[src/rtl/esc_rx_pkg.sv]
package esc_rx_pkg;
    typedef enum logic [1:0] {
        ST_DATA = 2'd0,
        ST_ESC  = 2'd1,
        ST_CRED = 2'd2
    } rx_state_e;

    typedef enum logic [1:0] {
        WK_CREDIT = 2'd0,
        WK_LRST   = 2'd1,
        WK_CRST   = 2'd2,
        WK_NONE   = 2'd3
    } word_kind_e;
endpackage

[src/rtl/esc_word_class.sv]
module esc_word_class
    import esc_rx_pkg::*;
#(
    parameter int HI_W = 6
) (
    input  logic [7:0]  word,
    output word_kind_e  kind,
    output logic        level
);
    always_comb begin
        kind  = WK_NONE;
        level = word[1];
        if (word[0]) begin
            if (word[7:HI_W+1] == '0)
                kind = WK_CREDIT;
            else if (word[7:2] == 6'b100000)
                kind = WK_LRST;
            else if (word[7:2] == 6'b100001)
                kind = WK_CRST;
        end
    end
endmodule

[src/rtl/esc_skid.sv]
module esc_skid #(
    parameter int DW    = 8,
    parameter int CNT_W = 16
) (
    input  logic             clk,
    input  logic             rst_n,
    input  logic             push,
    input  logic [DW-1:0]    push_data,
    input  logic             out_ready,
    output logic             out_valid,
    output logic [DW-1:0]    out_data,
    output logic [CNT_W-1:0] count
);
    typedef struct packed {
        logic             valid;
        logic [DW-1:0]    data;
        logic [CNT_W-1:0] count;
    } skid_t;

    skid_t skid_d, skid_q;

    always_comb begin
        skid_d = skid_q;
        if (skid_q.valid && out_ready) begin
            skid_d.valid = 1'b0;
            skid_d.count = skid_q.count + 1'b1;
        end
        if (push && (!skid_q.valid || out_ready)) begin
            skid_d.valid = 1'b1;
            skid_d.data  = push_data;
        end
    end

    always_ff @(posedge clk) begin
        if (!rst_n) skid_q <= '0;
        else        skid_q <= skid_d;
    end

    assign out_valid = skid_q.valid;
    assign out_data  = skid_q.data;
    assign count     = skid_q.count;

    AST_HOLD_STALL: assert property (@(posedge clk) disable iff (!rst_n)
        (out_valid && !out_ready) |=> (out_valid && $stable(out_data)));
    AST_COUNT_STEP: assert property (@(posedge clk) disable iff (!rst_n)
        (out_valid && out_ready) |=> (count == $past(count) + 1'b1));
    AST_COUNT_IDLE: assert property (@(posedge clk) disable iff (!rst_n)
        !(out_valid && out_ready) |=> $stable(count));
endmodule

[src/rtl/esc_rx_decoder.sv]
module esc_rx_decoder
    import esc_rx_pkg::*;
#(
    parameter logic [7:0] ESC_BYTE = 8'hFE,
    parameter int         CRED_W   = 14,
    parameter int         CNT_W    = 16
) (
    input  logic              clk,
    input  logic              rst_n,
    input  logic              in_valid,
    input  logic [7:0]        in_byte,
    output logic              out_valid,
    output logic [7:0]        out_data,
    input  logic              out_ready,
    output logic              credit_valid,
    output logic [CRED_W-1:0] credit_value,
    output logic              logic_rst,
    output logic              comm_rst,
    output logic [CNT_W-1:0]  data_count
);
    localparam int HI_W = CRED_W - 8;

    typedef struct packed {
        rx_state_e         state;
        logic [HI_W-1:0]   hi;
        logic              credit_valid;
        logic [CRED_W-1:0] credit_value;
        logic              logic_rst;
        logic              comm_rst;
    } dec_t;

    dec_t       dec_d, dec_q;
    word_kind_e kind;
    logic       level;
    logic       push;

    esc_word_class #(.HI_W(HI_W)) u_class (
        .word  (in_byte),
        .kind  (kind),
        .level (level)
    );

    always_comb begin
        dec_d              = dec_q;
        dec_d.credit_valid = 1'b0;
        push               = 1'b0;
        if (in_valid) begin
            unique case (dec_q.state)
                ST_DATA: begin
                    if (in_byte == ESC_BYTE) dec_d.state = ST_ESC;
                    else                     push = 1'b1;
                end
                ST_ESC: begin
                    dec_d.state = ST_DATA;
                    if (in_byte == ESC_BYTE) begin
                        push = 1'b1;
                    end else begin
                        case (kind)
                            WK_CREDIT: begin
                                dec_d.hi    = in_byte[HI_W:1];
                                dec_d.state = ST_CRED;
                            end
                            WK_LRST: dec_d.logic_rst = level;
                            WK_CRST: dec_d.comm_rst  = level;
                            default: ;
                        endcase
                    end
                end
                ST_CRED: begin
                    dec_d.credit_valid = 1'b1;
                    dec_d.credit_value = {dec_q.hi, in_byte};
                    dec_d.state        = ST_DATA;
                end
                default: dec_d.state = ST_DATA;
            endcase
        end
    end

    always_ff @(posedge clk) begin
        if (!rst_n) dec_q <= '0;
        else        dec_q <= dec_d;
    end

    esc_skid #(.DW(8), .CNT_W(CNT_W)) u_skid (
        .clk       (clk),
        .rst_n     (rst_n),
        .push      (push),
        .push_data (in_byte),
        .out_ready (out_ready),
        .out_valid (out_valid),
        .out_data  (out_data),
        .count     (data_count)
    );

    assign credit_valid = dec_q.credit_valid;
    assign credit_value = dec_q.credit_value;
    assign logic_rst    = dec_q.logic_rst;
    assign comm_rst     = dec_q.comm_rst;

    AST_CREDIT_PULSE: assert property (@(posedge clk) disable iff (!rst_n)
        credit_valid |=> !credit_valid);
    AST_CREDIT_AFTER_HI: assert property (@(posedge clk) disable iff (!rst_n)
        (in_valid && dec_q.state == ST_CRED) |=> credit_valid);
    AST_RST_HOLD: assert property (@(posedge clk) disable iff (!rst_n)
        !in_valid |=> ($stable(logic_rst) && $stable(comm_rst)));
    AST_NO_DATA_IN_CTRL: assert property (@(posedge clk) disable iff (!rst_n)
        (in_valid && dec_q.state == ST_CRED && !out_valid) |=> !out_valid);
endmodule

[config.mk]
export PLATFORM = sky130hd
export DESIGN_NAME = esc_rx_decoder
export DESIGN_NICKNAME = d
export VERILOG_FILES = /design/src/rtl/esc_rx_pkg.sv /design/src/rtl/esc_word_class.sv /design/src/rtl/esc_skid.sv /design/src/rtl/esc_rx_decoder.sv
export SDC_FILE = /design/constraint.sdc
export NUM_CORES = 1
export LEC_CHECK = 0
export BUFFER_PORTS_ARGS = -buffer_cell sky130_fd_sc_hd__buf_2
export CAP_MARGIN = 20
export CORE_MARGIN = 3
export CORE_UTILIZATION = 40
export DETAILED_ROUTE_END_ITERATION = 8
export PLACE_DENSITY_LB_ADDON = 0.12
export SETUP_SLACK_MARGIN = 0.5
export SYNTH_ARGS = -nofsm -noshare
export SYNTH_HDL_FRONTEND = slang
export SYNTH_SLANG_ARGS = --single-unit
[constraint.sdc]
create_clock -name clk -period 1.6 [get_ports clk]
set_input_delay 0.16 -clock clk [delete_from_list [all_inputs] [get_ports clk]]
set_output_delay 0.16 -clock clk [all_outputs]
set_load 0.1 [all_outputs]
==> metrics.txt <==
# TYPE chip_impl_metric gauge
chip_impl_info{name="status",value="finished clean"} 1
chip_impl_metric{name="crit_fanout",unit=""} 4
chip_impl_info{name="worst_path_max_delay_cell",value="dfxtp_4"} 1
chip_impl_info{name="synthTopCellsByArea",value="dfxtp_1 47%, nand2_1 9.2%, mux2i_1 8.0%"} 1
chip_impl_info{name="cts.root.buffer_cell",value="clkbuf_8"} 1
chip_impl_metric{name="grt_max_degree",unit=""} 26
chip_impl_metric{name="setup_violations",unit=""} 0
chip_impl_info{name="crit_path_cell_trace",value="ha_4 -> and3_4 -> nand2_4 -> or3_1 -> a21oi_2"} 1
chip_impl_info{name="endpoint_kind",value="flop"} 1
chip_impl_metric{name="worstSkewPairLatency",unit="ns"} 0.30
chip_impl_metric{name="cts_made_buffers",unit=""} 5
chip_impl_metric{name="clk_pin_slew",unit="ns"} 0.09
chip_impl_metric{name="floorplan.initialDensity",unit="%"} 43.1
chip_impl_metric{name="mappedNetlistNets",unit=""} 258
chip_impl_metric{name="via_per_inst",unit=""} 4.97
chip_impl_metric{name="globalRouteTotalUtil",unit="%"} 15.7
chip_impl_metric{name="dr.first_iter.drc_count",unit=""} 74
chip_impl_metric{name="fp.dieH",unit="um"} 78.7
chip_impl_metric{name="route.detailed.drc",unit=""} 0
chip_impl_metric{name="place.port_buffers",unit=""} 53
chip_impl_metric{name="finalMaxSlewViolations",unit=""} 0
chip_impl_metric{name="slew_headroom",unit="%"} 60.8
chip_impl_metric{name="placementRows",unit=""} 25
chip_impl_metric{name="rrSetupSlack",unit="ns"} 0.29
chip_impl_metric{name="die_span_x",unit="um"} 78.7
chip_impl_metric{name="cpPeakStageDelay",unit="ns"} 0.38
chip_impl_metric{name="number_of_enable_flip_flop_cells_after_synthesis",unit=""} 0
chip_impl_metric{name="area_growth_from_synthesis_to_layout",unit="%"} 60.7
chip_impl_metric{name="fmax",unit="MHz"} 765
chip_impl_metric{name="timing.clock.skew",unit="ns"} 0.00571
chip_impl_metric{name="worstHoldPathCells",unit=""} 3
chip_impl_metric{name="tightestPinTransition",unit="ns"} 0.583
chip_impl_metric{name="via_count_of_the_first_global_routing_pass",unit=""} 1637
chip_impl_metric{name="drt_pass1_iterations",unit=""} 4
chip_impl_metric{name="post-route-min-period",unit="ns"} 1.31
chip_impl_metric{name="n_antenna_cell",unit=""} 0
chip_impl_metric{name="worst-endpoint-arrival",unit="ns"} 1.53
chip_impl_metric{name="leakagePower",unit="nW"} 1.37
chip_impl_metric{name="first_pass_grt_wire_length",unit="mm"} 7.84
chip_impl_metric{name="dieArea",unit="mm^2"} 0.00620
chip_impl_metric{name="core",unit="mm^2"} 0.00491
chip_impl_metric{name="ys.warnings.count",unit=""} 0
chip_impl_info{name="critPathKind",value="flop to flop"} 1
chip_impl_info{name="hp-class",value="input port to flop"} 1
chip_impl_metric{name="hold_buffers",unit=""} 0
chip_impl_metric{name="worst_ir_drop_vdd",unit="V"} 0.000494
chip_impl_metric{name="final.setup.tns",unit="ns"} 0
chip_impl_metric{name="h-tree-depth",unit=""} 2
chip_impl_metric{name="drive_gt1_share",unit="%"} 55.2
chip_impl_metric{name="post_synth_num_cell_types",unit=""} 36
chip_impl_metric{name="r2r_worst_path_depth",unit=""} 5
chip_impl_metric{name="post-route-util",unit="%"} 69.2
chip_impl_metric{name="maxCapViolations",unit=""} 0
chip_impl_info{name="yosys.area.top_type",value="dfxtp_1"} 1
chip_impl_info{name="synth.most_common_cell",value="nand2_1"} 1
chip_impl_metric{name="seq_area_frac_synth",unit="%"} 47.3
chip_impl_metric{name="avgSynthCellArea",unit="um^2"} 8.64
chip_impl_info{name="ys.flop_type",value="dfxtp_1"} 1
chip_impl_metric{name="routedWlPerCell",unit="um"} 14.0
chip_impl_info{name="unrepaired_setup_endpoints_after_global_routing",value="true"} 1
chip_impl_info{name="tritoncts_clock_tree",value="done"} 1
chip_impl_metric{name="via_count",unit=""} 1862
chip_impl_info{name="ys_top_cells_by_count",value="52 x nand2_1, 50 x dfxtp_1, 22 x nor2_1"} 1
chip_impl_metric{name="tritoncts_num_sinks",unit=""} 50
chip_impl_metric{name="async_set_or_reset_flop_fraction_in_the_synthesized_netlist",unit="%"} 0
chip_impl_metric{name="synth.cell_area",unit="mm^2"} 0.00212
chip_impl_metric{name="worst_ep_required_time",unit="ns"} 1.83
chip_impl_metric{name="globalRouteOverflowTotal",unit=""} 0
chip_impl_metric{name="finalWeightedCongestion",unit=""} 0.748
chip_impl_metric{name="synth_seq_cells",unit=""} 50
chip_impl_metric{name="synth_top_cell_area_share",unit="%"} 47.3
chip_impl_metric{name="fin_hold_viols",unit=""} 0
chip_impl_metric{name="antenna_violating_nets_post_route",unit=""} 0
chip_impl_metric{name="power_density",unit="mW/mm^2"} 718
chip_impl_metric{name="dp_hpwl",unit="mm"} 3.21
chip_impl_info{name="worst_setup_start_kind",value="flop"} 1
chip_impl_metric{name="fin_crit_sh",unit="%"} 81.6
chip_impl_metric{name="finalHoldWorstSlack",unit="ns"} 0.153
chip_impl_metric{name="clockBufferDepth",unit=""} 2
chip_impl_metric{name="fin_nets",unit=""} 320
chip_impl_metric{name="antenna_found_initial",unit=""} 0
chip_impl_metric{name="routed_wl",unit="mm"} 5.24
chip_impl_metric{name="io-pin-count",unit=""} 54
chip_impl_metric{name="syn-instance-count",unit=""} 245
layout by cell type, fill, tap and decap left out, types with 9 or more instances in the layout:
cell and n:
dfxtp_1 24, buf_6 34, mux2i_1 17, dfxtp_2 10, a21oi_2 11, buf_8 9, nand2_4 12, buf_2 12
nor2_1 19, nand2_2 12, nand2_1 28, buf_4 16, dfxtp_4 16
cells by family (layout without fill, tap and decap cells):
logic type               Yosys count  after routing  share of synthesized area, %
AO/OA/AOI/OAI                     26             26                          6.80
flip-flops                        50             50                          47.3
adder cells (fa/ha/maj)            1              1                         0.591
AND/OR/NAND/NOR                  113            113                          25.6
buffers and inverters             28             91                          7.51
XOR/XNOR                          10             10                          4.14
multiplexers                      17             17                          8.04
metrics by stage:
| step | worst slack, ns | std cells | power [mW] | area [um^2] |
|---|---|---|---|---|
| 2_1_floorplan | 0.0755 | 245 | 1.48 | 2230 |
| 3_3_place_gp | 0.139 | 347 | 1.54 | 2460 |
| 3_5_place_dp | 0.0979 | 347 | 1.55 | 2460 |
| 4_1_cts | 0.321 | 364 | 2.45 | 2940 |
| 5_1_grt | 0.248 | 375 | 2.53 | 3400 |
| 6_report | 0.294 | 375 | 2.44 | 3400 |
repair_timing:
action | in CTS | in global routing
pin swaps | 9 | 41
buffers inserted | 9 | 9
endpoints found under the setup margin | 72 | 68
gates resized for setup | 89 | 110
gates cloned | 0 | 2
flip-flops by register name (all words and copies together), names as in the netlist:
name / count
u_skid.count: 16
credit_value: 14
logic_rst: 1
u_skid.out_data: 8
u_skid.out_valid: 1
comm_rst: 1
credit_valid: 1
dec_q: 8
cell type report:
| cell class | instances | area (um^2) |
|---|---|---|
| Fill cell | 397 | 1510 |
| Multi-Input combinational cell | 167 | 1250 |
| Sequential cell | 50 | 1070 |
| Timing Repair Buffer | 79 | 858 |
| Clock buffer | 7 | 108 |
| Tap cell | 67 | 83.8 |
| Inverter | 4 | 15.0 |
| Clock inverter | 1 | 8.76 |
per-layer routing:
layer / up-vias / wire, um / GRT usage [%]
met3: 6 / 230 / 4.20
met5: - / 0 / 0
li1: 937 / - / -
met2: 45 / 2490 / 23.3
met1: 874 / 2450 / 22.4
met4: 0 / 63 / 4.20
worst max-delay path: cells and delay by family, from the launching register on:
kind	cells	cell delay (ns)
AND/OR/NAND/NOR	3	0.62
flip-flops	1	0.38
adder cells (fa/ha/maj)	1	0.12
AO/OA/AOI/OAI	1	0.11
power by group:
part | total, mW | switching (mW) | internal [mW]
sequential | 1.25 | 0.0169 | 1.24
clock | 0.867 | 0.415 | 0.452
combinational | 0.322 | 0.225 | 0.0966
total | 2.44 | 0.657 | 1.79
path summary, 6_finish.rpt:
check / from / endpoint
worst max-delay path: u_skid.count[1] / u_skid.count[12]
worst min register to register: dec_q[18] / credit_value[9]
worst min-delay path: in_byte[0] / credit_value[0]
worst max register to register: u_skid.count[1] / u_skid.count[12]
No activity file was read; power rests on OpenSTA's default activity.
